## src/rtl/bpf_pkg.sv

```systemverilog
package bpf_pkg;
  localparam int STS_W       = 2;
  localparam int STS_TGT_DPD = 0;  // target data parity detected
  localparam int STS_FWD     = 1;  // error forwarded to initiator
endpackage

```

## src/rtl/bpf_flag_fifo.sv

```systemverilog
// Per-transaction error flags kept in order.
module bpf_flag_fifo #(
  parameter int DEPTH = 4
) (
  input  logic clk,
  input  logic rst_n,
  input  logic push,
  input  logic push_flag,
  input  logic pop,
  output logic head_flag
);
  localparam int PW = (DEPTH > 1) ? $clog2(DEPTH) : 1;
  localparam logic [PW-1:0] LAST = PW'(DEPTH - 1);

  logic [DEPTH-1:0] mem_q, mem_d;
  logic [PW-1:0]    wp_q, wp_d, rp_q, rp_d;

  always_comb begin
    mem_d = mem_q;
    wp_d  = wp_q;
    rp_d  = rp_q;
    if (pop) begin
      mem_d[rp_q] = 1'b0;  // consumed flag is cleared
      rp_d = (rp_q == LAST) ? '0 : rp_q + 1'b1;
    end
    if (push) begin
      mem_d[wp_q] = push_flag;
      wp_d = (wp_q == LAST) ? '0 : wp_q + 1'b1;
    end
  end

  always_ff @(posedge clk or negedge rst_n) begin
    if (!rst_n) begin
      mem_q <= '0;
      wp_q  <= '0;
      rp_q  <= '0;
    end else begin
      mem_q <= mem_d;
      wp_q  <= wp_d;
      rp_q  <= rp_d;
    end
  end

  assign head_flag = mem_q[rp_q];
endmodule

```

## src/rtl/bpf_fwd_pipe.sv

```systemverilog
// Two-stage delay from initiator data phase to PERR# pulse.
module bpf_fwd_pipe (
  input  logic clk,
  input  logic rst_n,
  input  logic launch,
  output logic fire,
  output logic perr_n
);
  logic fire_q, fire_d;
  logic perr_n_q, perr_n_d;

  always_comb begin
    fire_d   = launch;
    perr_n_d = ~fire_q;
  end

  always_ff @(posedge clk or negedge rst_n) begin
    if (!rst_n) begin
      fire_q   <= 1'b0;
      perr_n_q <= 1'b1;
    end else begin
      fire_q   <= fire_d;
      perr_n_q <= perr_n_d;
    end
  end

  assign fire   = fire_q;
  assign perr_n = perr_n_q;
endmodule

```

## src/rtl/bpf_status.sv

```systemverilog
// Sticky write-1-to-clear status bits, set has priority.
module bpf_status #(
  parameter int W = 2
) (
  input  logic         clk,
  input  logic         rst_n,
  input  logic [W-1:0] set,
  input  logic         wr,
  input  logic [W-1:0] wdata,
  output logic [W-1:0] sts
);
  logic [W-1:0] sts_q, sts_d;

  for (genvar b = 0; b < W; b++) begin : g_bit
    always_comb begin
      if (set[b])                sts_d[b] = 1'b1;
      else if (wr && wdata[b])   sts_d[b] = 1'b0;
      else                       sts_d[b] = sts_q[b];
    end
  end

  always_ff @(posedge clk or negedge rst_n) begin
    if (!rst_n) sts_q <= '0;
    else        sts_q <= sts_d;
  end

  assign sts = sts_q;
endmodule

```

## src/rtl/bridge_perr_fwd.sv

```systemverilog
module bridge_perr_fwd
  import bpf_pkg::*;
#(
  parameter int DEPTH      = 4,
  parameter bit TGT_IS_SEC = 1'b1
) (
  input  logic             clk,
  input  logic             rst_n,
  input  logic             tgt_perr_n,
  input  logic             tgt_data_phase,
  input  logic             ini_data_phase,
  input  logic             pri_per_en,
  input  logic             sec_per_en,
  input  logic             sts_wr,
  input  logic [STS_W-1:0] sts_wdata,
  output logic             ini_perr_n,
  output logic [STS_W-1:0] sts
);
  logic rst_meta_q, rst_sync_n;
  logic tgt_en, tgt_err, head_flag, launch, fire;
  logic [STS_W-1:0] sts_set;

  // asynchronous assert, synchronous release
  always_ff @(posedge clk or negedge rst_n) begin
    if (!rst_n) begin
      rst_meta_q <= 1'b0;
      rst_sync_n <= 1'b0;
    end else begin
      rst_meta_q <= 1'b1;
      rst_sync_n <= rst_meta_q;
    end
  end

  // target-side enable depends on direction
  if (TGT_IS_SEC) begin : g_down
    assign tgt_en = sec_per_en;
  end else begin : g_up
    assign tgt_en = pri_per_en;
  end

  assign tgt_err = tgt_data_phase & ~tgt_perr_n;
  assign launch  = ini_data_phase & head_flag & pri_per_en & sec_per_en;

  always_comb begin
    sts_set              = '0;
    sts_set[STS_TGT_DPD] = tgt_err & tgt_en;
    sts_set[STS_FWD]     = fire;
  end

  bpf_flag_fifo #(.DEPTH(DEPTH)) u_flags (
    .clk       (clk),
    .rst_n     (rst_sync_n),
    .push      (tgt_data_phase),
    .push_flag (tgt_err),
    .pop       (ini_data_phase),
    .head_flag (head_flag)
  );

  bpf_fwd_pipe u_pipe (
    .clk    (clk),
    .rst_n  (rst_sync_n),
    .launch (launch),
    .fire   (fire),
    .perr_n (ini_perr_n)
  );

  bpf_status #(.W(STS_W)) u_sts (
    .clk   (clk),
    .rst_n (rst_sync_n),
    .set   (sts_set),
    .wr    (sts_wr),
    .wdata (sts_wdata),
    .sts   (sts)
  );
endmodule

```

## config.mk

```make
export PLATFORM = sky130hd
export DESIGN_NAME = bridge_perr_fwd
export DESIGN_NICKNAME = d
export VERILOG_FILES = /design/src/rtl/bpf_pkg.sv /design/src/rtl/bpf_flag_fifo.sv /design/src/rtl/bpf_fwd_pipe.sv /design/src/rtl/bpf_status.sv /design/src/rtl/bridge_perr_fwd.sv
export SDC_FILE = /design/constraint.sdc
export NUM_CORES = 1
export LEC_CHECK = 0
export ABC_AREA = 1
export ABC_CLOCK_PERIOD_IN_PS = 1100
export BUFFER_PORTS_ARGS = -buffer_cell sky130_fd_sc_hd__buf_2
export CAP_MARGIN = 5
export CORE_AREA = 5 5 42 44
export CTS_CLUSTER_SIZE = 24
export DETAILED_ROUTE_END_ITERATION = 8
export DIE_AREA = 0 0 47 49
export PLACE_DENSITY = 0.76
export SLEW_MARGIN = 10
export SYNTH_ARGS = -nofsm -noshare
export SYNTH_HDL_FRONTEND = slang
export SYNTH_SLANG_ARGS = --single-unit
```

## constraint.sdc

```tcl
create_clock -name clk -period 1.1 [get_ports clk]
set_clock_uncertainty 0.1 [all_clocks]
set_input_delay 0.165 -clock clk [delete_from_list [all_inputs] [get_ports clk]]
set_output_delay 0.165 -clock clk [all_outputs]
set_load 0.01 [all_outputs]
```

==> results of run 1 <==
[Yosys cell counts]
| cell | number | area share (%) |
|---|---|---|
| sky130_fd_sc_hd__nand2_1 | 21 | 11 |
| sky130_fd_sc_hd__dfrtp_1 | 13 | 46 |
| sky130_fd_sc_hd__ha_1 | 8 | 14 |
| sky130_fd_sc_hd__o21ai_0 | 8 | 5.7 |
| sky130_fd_sc_hd__inv_1 | 6 | 3.2 |
| sky130_fd_sc_hd__nand3_1 | 5 | 3.6 |
| sky130_fd_sc_hd__nor2_1 | 3 | 1.6 |
| sky130_fd_sc_hd__buf_6 | 2 | 3.2 |
| sky130_fd_sc_hd__nor2_2 | 2 | 1.8 |
| sky130_fd_sc_hd__a21oi_1 | 1 | 0.71 |
| sky130_fd_sc_hd__conb_1 | 1 | 0.53 |
| sky130_fd_sc_hd__dfstp_2 | 1 | 3.7 |
| sky130_fd_sc_hd__inv_2 | 1 | 0.53 |
| sky130_fd_sc_hd__nand2_2 | 1 | 0.89 |
| sky130_fd_sc_hd__nand2_4 | 1 | 1.6 |
| sky130_fd_sc_hd__nand3b_1 | 1 | 1.1 |
[logic make-up (layout without fill, tap and decap cells)]
| group | after synthesis | count (layout) | synth area share, % |
|---|---|---|---|
| and+or+nand+nor | 34 | 34 | 21.7 |
| DFF | 14 | 14 | 50.1 |
| AOI/OAI and AO/OA | 9 | 9 | 6.42 |
| buffers and inverters | 9 | 29 | 6.95 |
| adders and majority gates | 8 | 8 | 14.3 |
| other | 1 | 1 | 0.534 |
[final timing paths]
check                                    to  slack (ps)  cells after the start
min in group asynchronous        rst_sync_n          90                      2
min reg2reg                    u_sts.sts[0]         110                      0
min                        u_flags.mem_q[2]          20                      2
max                              ini_perr_n         -70                      1
max reg2reg                u_flags.mem_q[1]         -30                      5
max in group asynchronous   u_flags.rp_q[0]         440                      0
[report_power, final]
part	internal, W	switching (W)	total, W
registers	0.000683	0.000165	0.000848
clock network	0.000201	0.000176	0.000377
logic	0.000510	0.000530	0.00104
total	0.00139	0.000871	0.00226
[registers in the layout (all words and copies together), names as in the netlist]
register	flops
u_pipe.fire	1
u_flags.rp_q	2
u_sts.sts	2
u_pipe.perr_n	1
rst_meta_q	1
u_flags.mem_q	4
rst_sync_n	1
u_flags.wp_q	2
[area by class of cell]
| class | instances | area, sq um |
|---|---|---|
| clock buffers | 4 | 36.3 |
| well taps | 16 | 20.0 |
| flip-flops and latches | 14 | 353 |
| fillers | 108 | 429 |
| repair buffers | 18 | 121 |
| multi-input cells | 52 | 413 |
| inverters | 7 | 28.8 |
[per-layer routing]
layer,part of all wire (%),up-vias
li1,-,274
met1,42,249
met2,54,7
met3,3.2,4
met4,1.2,0
met5,0,-
[timing repair]
| item | in CTS | in global routing |
|---|---|---|
| resized for setup | 13 | 25 |
| gates cloned | 0 | 0 |
| setup endpoints to repair | 8 | 11 |
| hold buffers | 1 | 0 |
| pin swaps | 1 | 9 |
| hold endpoints to repair | 2 | 0 |
| buffers inserted | 2 | 2 |
[per-stage QoR]
step | cell area, sq um | utilization (%) | cells | setup TNS, ps | total power, W
floorplan | 702 | - | 75 | 0 | 0.00122
global placement | 767 | 54.7 | 102 | -7.19 | 0.00136
detailed placement | 767 | 54.7 | 102 | -180 | 0.00142
CTS | 881 | 62.9 | 109 | -110 | 0.00198
global route | 972 | 69.4 | 111 | -497 | 0.00244
finish | 972 | 69.4 | 111 | -136 | 0.00226
==> run_results.csv, run 1 <==
group,metric,value,unit
status,outcome,"finished with violations",
status,failed_checks,"negative setup slack",
cells_and_area,diodes,0,
floorplanning,die_x,47,microns
timing,setup_slack,-71.8,ps
clock_network,cts.sinks,14,
floorplanning,boundaryPins,13,
timing,report.final.setup_viol,5,
timing,grt_setup_unrepaired,"true",
clock_network,clock_tree.htree_level_count,1,
drt,dr.first_iter.drc_count,4,
setup_path,worst-endpoint-arrival,910,ps
clock_network,cts-buffers-inserted,3,
synthesis,ys.warnings.count,0,
setup_path,cp_max_fanout,1,
placed_design,dp_hpwl,986,microns
floorplanning,dieArea,2300,sq um
synthesis,synth-seq-area-share,50.1,%
cells_and_area,commonest_cells_after_routing_fill_and_taps_aside,"sky130_fd_sc_hd__nand2_1 (15), sky130_fd_sc_hd__dfrtp_1 (12), sky130_fd_sc_hd__buf_2 (11)",
drt,route.antenna.remaining_nets,0,
setup_path,crit_type,"reg2out",
clock_network,max-clock-path-buffers,2,
floorplanning,starting_utilization_of_the_core_area,50.1,%
synthesis,synth.avg_cell_area,9.36,sq um
synthesis,synth_fp_nets,93,
drt,drc,0,
global_route,globalRouteMet2Util,22.6,%
global_route,number_of_antenna_violations_at_the_first_check_in_global_routing,0,
synthesis,ys_types,16,
drt,avgRoutedWirePerCell,12.8,microns
timing,max_clock_freq,0.853,GHz
setup_path,crit_path_top_delay_cell,"sky130_fd_sc_hd__dfstp_2",
power_and_ir_drop,powerDensity,2330,nW/um^2
synthesis,ys_ff_latch,14,
job,timing.max_cap.violations,0,
placed_design,pre_cts_ws,-74.3,ps
setup_path,cpPeakStageDelay,540,ps
setup_path,critPathLaunch,"u_pipe.perr_n",
clock_network,insertion_delay,280,ps
global_route,vias_in_the_first_global_route,517,
drt,detail_route.wirelength,1430,microns
synthesis,synthesis.area,702,sq um
synthesis,postSynthCellCount,75,
setup_path,largest_delay_contributor_family_on_the_critical_path,"flip-flops",
cells_and_area,area_delta_synth_final,38.5,%
setup_path,crit_buf_inv,1,
cells_and_area,drive_above_1_share,53.7,%
setup_path,element_type_at_the_critical_path_end,"output pin",
setup_path,timing.rr.start,"u_flags.wp_q[1]",
global_route,grt_use_met3,2.21,%
cells_and_area,layout_commonest_cell,"sky130_fd_sc_hd__nand2_1",
global_route,grt_first_pass_wirelength,2190,microns
cells_and_area,fin_nets,114,
setup_path,worstPathRequired,830,ps
clock_network,clkSlewWorstSetupHoldPaths,90,ps
global_route,total_track_usage,12.8,%
timing,maxSlewViolCount,0,
power_and_ir_drop,max-vdd-ir-drop,1.60,mV
drt,via_per_inst,4.81,
setup_path,worst_setup_path_start_kind,"register",
floorplanning,die_height,49,microns
timing,final_hold_slack,16.0,ps
timing,final-hold-violation-count,0,
drt,drt_first_pass_iters,3,
power_and_ir_drop,power_leakage,0.458,nW
min_path,hold_path_class,"in2reg",
min_path,worstHoldStart,"tgt_perr_n",
global_route,routing_usage_on_met1,14.7,%
setup_path,ordered_list_of_cells_on_the_worst_path,"buf_6",
global_route,grt_overflow_total,0,
clock_network,cts_root_buf,"sky130_fd_sc_hd__clkbuf_4",
clock_network,cts_tree,"built",
placed_design,gp_congestion,0.735,
global_route,maximum_number_of_pins_on_one_net_before_global_route_repair,13,
floorplanning,row_count,14,
timing,fin_crit_sh,107,%
floorplanning,core,1400,sq um
global_route,grt-busiest-layer,"met2",
drt,number_of_vias_after_detailed_routing,534,
timing,post-route-min-period,1170,ps
placed_design,io_buffer_count,12,
Power figures use the tool's default switching activity.
==> inputs of run 2 (changes only) <==
- CORE_AREA: 5 5 42 44 -> not set
- CORE_MARGIN: not set -> 5
- CORE_UTILIZATION: not set -> 50
- DIE_AREA: 0 0 47 49 -> not set
- PLACE_DENSITY: 0.76 -> 0.73
==> run 2 against run 1 <==
First-iteration DRC count increased to 3.5 times the previous value. Critical path type unchanged. Sequential cell count unchanged. Total power is 2.8% higher. Combinational power about the same. The run still ends with negative setup slack left. Clock-buffer cell count stayed put.
==> run_results.csv, run 2 (synthesis results as in run 1) <==
group,metric,value,unit
drt,number_of_vias_after_detailed_routing,558,
power_and_ir_drop,total_power,0.00233,W
setup_path,largest_delay_contributor_family_on_the_critical_path,"flip-flops",
setup_path,worstPathRequired,830,ps
power_and_ir_drop,p_sw,0.000905,W
drt,drt_first_pass_iters,4,
power_and_ir_drop,p_int,0.00142,W
floorplanning,core,1320,sq um
drt,via_per_inst,5.07,
floorplanning,row_count,13,
clock_network,cts_tree,"built",
floorplanning,die_x,47.5,microns
global_route,total_track_usage,14.7,%
drt,drc,0,
global_route,grt_first_pass_wirelength,2160,microns
min_path,hold_path_class,"in2reg",
drt,detail_route.wirelength,1420,microns
floorplanning,boundaryPins,13,
clock_network,cts_root_buf,"sky130_fd_sc_hd__clkbuf_4",
power_and_ir_drop,power_leakage,0.464,nW
timing,fin_crit_sh,107,%
clock_network,clock_tree.htree_level_count,1,
cells_and_area,drive_above_1_share,60.0,%
power_and_ir_drop,power.share.clock,16.2,%
setup_path,crit_buf_inv,1,
cells_and_area,commonest_cells_after_routing_fill_and_taps_aside,"sky130_fd_sc_hd__nand2_1 (13), sky130_fd_sc_hd__buf_2 (11), sky130_fd_sc_hd__nand2_2 (9), sky130_fd_sc_hd__dfrtp_1 (9), sky130_fd_sc_hd__ha_4 (6)",
global_route,maximum_number_of_pins_on_one_net_before_global_route_repair,13,
setup_path,cp_max_fanout,1,
cells_and_area,register_ranked_first_by_flip_flop_count,"u_flags.mem_q",
setup_path,ordered_list_of_cells_on_the_worst_path,"buf_6",
power_and_ir_drop,powerDensity,2340,nW/um^2
power_and_ir_drop,pwr-share-comb,45.0,%
floorplanning,dieArea,2250,sq um
timing,worst_slew_margin_rel,66.6,%
timing,final_hold_slack,18.4,ps
timing,maxSlewViolCount,0,
timing,transition_time_of_the_tightest_slew_check_pin,500,ps
setup_path,worst_setup_path_start_kind,"register",
setup_path,crit_type,"reg2out",
cells_and_area,fin_nets,114,
placed_design,detailed_place.area,773,sq um
timing,setup_slack,-76.5,ps
clock_network,cts.sinks,14,
clock_network,cts-buffers-inserted,3,
cells_and_area,layout_commonest_cell,"sky130_fd_sc_hd__nand2_1",
setup_path,worst-endpoint-arrival,910,ps
job,timing.max_cap.violations,0,
global_route,grt_overflow_total,0,
cells_and_area,diodes,0,
cells_and_area,post-route-cell-area,993,sq um
timing,report.final.setup_viol,6,
setup_path,crit_path_top_delay_cell,"sky130_fd_sc_hd__dfstp_2",
cells_and_area,largest_reg_flops,4,
drt,avgRoutedWirePerCell,12.9,microns
timing,final-hold-violation-count,0,
setup_path,cpPeakStageDelay,540,ps
placed_design,pre_cts_ws,-57.6,ps
timing,max_clock_freq,0.850,GHz
power_and_ir_drop,power_switching_share,38.9,%
clock_network,max-clock-path-buffers,2,
status,outcome,"finished with violations",
cells_and_area,layout.core_utilization,75.4,%
clock_network,clkSlewWorstSetupHoldPaths,90,ps
placed_design,gp_congestion,0.777,
timing,grt_setup_unrepaired,"true",
timing,post-route-min-period,1180,ps
power_and_ir_drop,p_seq_share,38.8,%
power_and_ir_drop,max-vdd-ir-drop,1.54,mV
placed_design,dp_hpwl,960,microns
global_route,number_of_antenna_violations_at_the_first_check_in_global_routing,0,
drt,dr.first_iter.drc_count,14,
global_route,vias_in_the_first_global_route,519,
clock_network,insertion_delay,280,ps
status,failed_checks,"negative setup slack",
floorplanning,starting_utilization_of_the_core_area,53.3,%
setup_path,element_type_at_the_critical_path_end,"output pin",
floorplanning,die_height,47.5,microns
placed_design,io_buffer_count,12,
cells_and_area,area_delta_synth_final,41.5,%
drt,route.antenna.remaining_nets,0,
==> run 2: cell counts in the layout (fill, tap and decap cells not counted) <==
Identical to the previous run, type by type.
==> run 2: final timing paths <==
path	startpoint	end	slack (ps)	depth (start not counted)
setup / recovery	u_pipe.perr_n	ini_perr_n	-80	1
hold / removal	tgt_perr_n	u_flags.mem_q[0]	20	2
setup reg to reg	u_flags.rp_q[1]	u_flags.mem_q[1]	-30	5
hold reg to reg	rst_sync_n	u_flags.mem_q[2]	100	0
max in group asynchronous	rst_sync_n	u_flags.wp_q[1]	430	0
min in group asynchronous	rst_n	rst_sync_n	90	2
==> run 2: cell type report <==
| type | instances | area (sq um) |
|---|---|---|
| tap | 15 | 18.8 |
| timing repair buffer | 18 | 118 |
| clock buffer | 4 | 36.3 |
| fill | 85 | 324 |
| inverter | 7 | 31.3 |
| sequential | 14 | 357 |
| multi-input combinational | 52 | 433 |
==> run 2: power groups by stage <==
stage | Clock [W] | Combinational (W) | Sequential [W]
4_1_cts | 0.000378 | 0.000748 | 0.000847
3_3_place_gp | 0 | 0.000567 | 0.000819
6_report | 0.000377 | 0.00105 | 0.000903
5_1_grt | 0.000408 | 0.00119 | 0.000933
2_1_floorplan | 0 | 0.000405 | 0.000811
3_5_place_dp | 0 | 0.000593 | 0.000829
==> run 2: layer usage <==
metal / part of all wire [%] / wire length, microns / GRT usage, %
met4: 1.1 / 15 / 9.94
met5: 0 / 0 / 0
met3: 7.1 / 100 / 5.64
met2: 47 / 663 / 22.5
met1: 45 / 636 / 16.8
==> run 2: what timing repair did <==
| action | CTS | global route |
|---|---|---|
| setup endpoints to repair | 7 | 11 |
| hold buffers | 1 | 0 |
| hold endpoints to repair | 2 | 0 |
| buffers inserted | 1 | 2 |
| pin swaps | 2 | 4 |
| resized for setup | 16 | 30 |
==> run 2: stage by stage <==
step / TNS, ps / instances
2_1_floorplan: 0 / 75
3_3_place_gp: -29.3 / 102
3_5_place_dp: -173 / 102
4_1_cts: -107 / 108
5_1_grt: -508 / 110
6_report: -155 / 110
==> inputs of run 3 (changes only) <==
- CORE_ASPECT_RATIO: not set -> 0.8
- CORE_UTILIZATION: 50 -> 32
- PLACE_DENSITY: 0.73 -> not set
==> run 3 against run 2 <==
The run still ends with negative setup slack left. Critical path depth unchanged. Wire length up 3.6%. Die area up 44%. Sequential share of layout area down 3.0 points. Sequential power about the same. First-iteration DRC count down 71%. Register-to-register slack better by 20 ps.
==> run_results.csv, run 3 (synthesis results as in run 1) <==
group,metric,value,unit
cells_and_area,post-route-cell-area,1080,sq um
setup_path,crit_path_top_delay_cell,"sky130_fd_sc_hd__dfstp_2",
clock_network,clkSlewWorstSetupHoldPaths,90,ps
cells_and_area,layout.core_utilization,51.0,%
power_and_ir_drop,power_leakage,0.508,nW
drt,avgRoutedWirePerCell,11.8,microns
cells_and_area,layout_commonest_cell,"sky130_fd_sc_hd__nand2_1",
floorplanning,starting_utilization_of_the_core_area,33.1,%
global_route,vias_in_the_first_global_route,525,
timing,report.final.setup_viol,3,
timing,worst_slew_margin_rel,65.9,%
drt,drc,0,
timing,setup_slack,-66.8,ps
cells_and_area,fill_cells,192,
setup_path,crit_type,"reg2out",
clock_network,cts_root_buf,"sky130_fd_sc_hd__clkbuf_4",
setup_path,largest_delay_contributor_family_on_the_critical_path,"flip-flops",
timing,transition_time_of_the_tightest_slew_check_pin,512,ps
drt,number_of_vias_after_detailed_routing,546,
global_route,globalRouteMet2Util,14.5,%
global_route,grt-busiest-layer,"met2",
clock_network,insertion_delay,280,ps
drt,via_per_inst,4.40,
floorplanning,core,2120,sq um
power_and_ir_drop,powerDensity,2340,nW/um^2
floorplanning,die_height,51.9,microns
power_and_ir_drop,total_power,0.00252,W
timing,maxSlewViolCount,0,
setup_path,element_type_at_the_critical_path_end,"output pin",
global_route,grt_overflow_total,0,
placed_design,gp_congestion,0.810,
timing,post-route-min-period,1170,ps
drt,route.antenna.remaining_nets,0,
placed_design,detailed_place.area,793,sq um
setup_path,worst-endpoint-arrival,900,ps
status,failed_checks,"negative setup slack",
power_and_ir_drop,power.share.clock,14.8,%
drt,dr.first_iter.drc_count,4,
floorplanning,row_count,15,
job,timing.max_cap.violations,0,
timing,max_clock_freq,0.857,GHz
cells_and_area,register_ranked_first_by_flip_flop_count,"u_flags.mem_q",
setup_path,crit_buf_inv,1,
clock_network,cts-buffers-inserted,3,
clock_network,max-clock-path-buffers,2,
placed_design,io_buffer_count,12,
clock_network,cts.sinks,14,
drt,detail_route.wirelength,1470,microns
global_route,grt_use_met3,4.75,%
min_path,hold_path_class,"in2reg",
cells_and_area,fin_nets,118,
status,outcome,"finished with violations",
drt,drt_first_pass_iters,4,
clock_network,cts_tree,"built",
cells_and_area,area_delta_synth_final,54.0,%
cells_and_area,diodes,0,
clock_network,clock_tree.htree_level_count,1,
timing,final-hold-violation-count,0,
setup_path,cpPeakStageDelay,530,ps
timing,fin_crit_sh,106,%
global_route,routing_usage_on_met1,11.3,%
global_route,grt_first_pass_wirelength,2300,microns
setup_path,ordered_list_of_cells_on_the_worst_path,"buf_6",
floorplanning,boundaryPins,13,
setup_path,worstPathRequired,830,ps
power_and_ir_drop,max-vdd-ir-drop,1.25,mV
cells_and_area,drive_above_1_share,61.6,%
setup_path,cp_max_fanout,1,
setup_path,worst_setup_path_start_kind,"register",
global_route,number_of_antenna_violations_at_the_first_check_in_global_routing,0,
power_and_ir_drop,p_int,0.00157,W
cells_and_area,largest_reg_flops,4,
power_and_ir_drop,p_seq_share,35.6,%
power_and_ir_drop,pwr-share-comb,49.5,%
timing,timing.setup.tns,-77.3,ps
global_route,maximum_number_of_pins_on_one_net_before_global_route_repair,13,
power_and_ir_drop,p_sw,0.000959,W
power_and_ir_drop,power_switching_share,38.0,%
floorplanning,die_x,62.4,microns
floorplanning,dieArea,3240,sq um
global_route,total_track_usage,9.07,%
timing,grt_setup_unrepaired,"true",
placed_design,dp_hpwl,982,microns
cells_and_area,commonest_cells_after_routing_fill_and_taps_aside,"sky130_fd_sc_hd__nand2_1 (13), sky130_fd_sc_hd__buf_2 (11), sky130_fd_sc_hd__dfrtp_1 (10)",
-- run 3: changes by cell type in the layout (fill, tap and decap cells not counted), moves of 2 or more --
cell,previous run,this run
sky130_fd_sc_hd__o21ai_1,2,4
sky130_fd_sc_hd__ha_1,2,0
sky130_fd_sc_hd__nand2_4,1,4
sky130_fd_sc_hd__buf_6,2,6
sky130_fd_sc_hd__o21ai_2,5,3
sky130_fd_sc_hd__nand2_2,9,6
-- run 3: power groups by stage --
stage / Sequential [W] / Clock (W) / Combinational, W
6_report: 0.000900 / 0.000375 / 0.00125
5_1_grt: 0.000922 / 0.000414 / 0.00138
4_1_cts: 0.000830 / 0.000388 / 0.000778
3_5_place_dp: 0.000827 / 0 / 0.000621
3_3_place_gp: 0.000820 / 0 / 0.000600
2_1_floorplan: 0.000811 / 0 / 0.000405
-- run 3: stage by stage --
step                setup WS (ps)  hold WS (ps)  cells
floorplan                    15.5          -231     75
global placement            -9.69          -149    113
detailed placement          -50.3          -146    113
CTS                         -78.2          6.98    121
global route                 -107          17.4    124
finish                      -66.8          21.6    124
-- run 3: path summary, 6_finish.rpt --
path	start	endpoint	slack, ps	depth (start not counted)
setup / recovery	u_pipe.perr_n	ini_perr_n	-70	1
hold / removal	sts_wdata[1]	u_sts.sts[1]	20	4
setup reg to reg	u_flags.wp_q[0]	u_flags.wp_q[1]	-10	4
hold reg to reg	rst_sync_n	u_sts.sts[0]	110	0
max in group asynchronous	rst_sync_n	u_flags.rp_q[0]	420	0
min in group asynchronous	rst_n	rst_sync_n	90	2
-- run 3: metal layers --
metal,share of wire (%),up-vias,wire length [microns]
li1,-,286,-
met4,0.61,0,9
met3,4.9,2,72
met1,44,249,641
met2,51,9,745
met5,0,-,0
-- run 3: area by class of cell --
type	instances	area, sq um	share of cell area, %
repair buffers	22	163	15.0
inverters	7	33.8	3.12
flip-flops and latches	14	355	32.9
well taps	25	31.3	2.89
multi-input cells	52	462	42.7
clock buffers	4	36.3	3.36
-- run 3: repair_timing --
item | CTS | global route
endpoints found under the setup margin | 7 | 11
resized for setup | 11 | 43
setup buffers | 3 | 3
pin swaps | 2 | 8
hold buffers | 1 | 0
endpoints found under the hold margin | 2 | 0
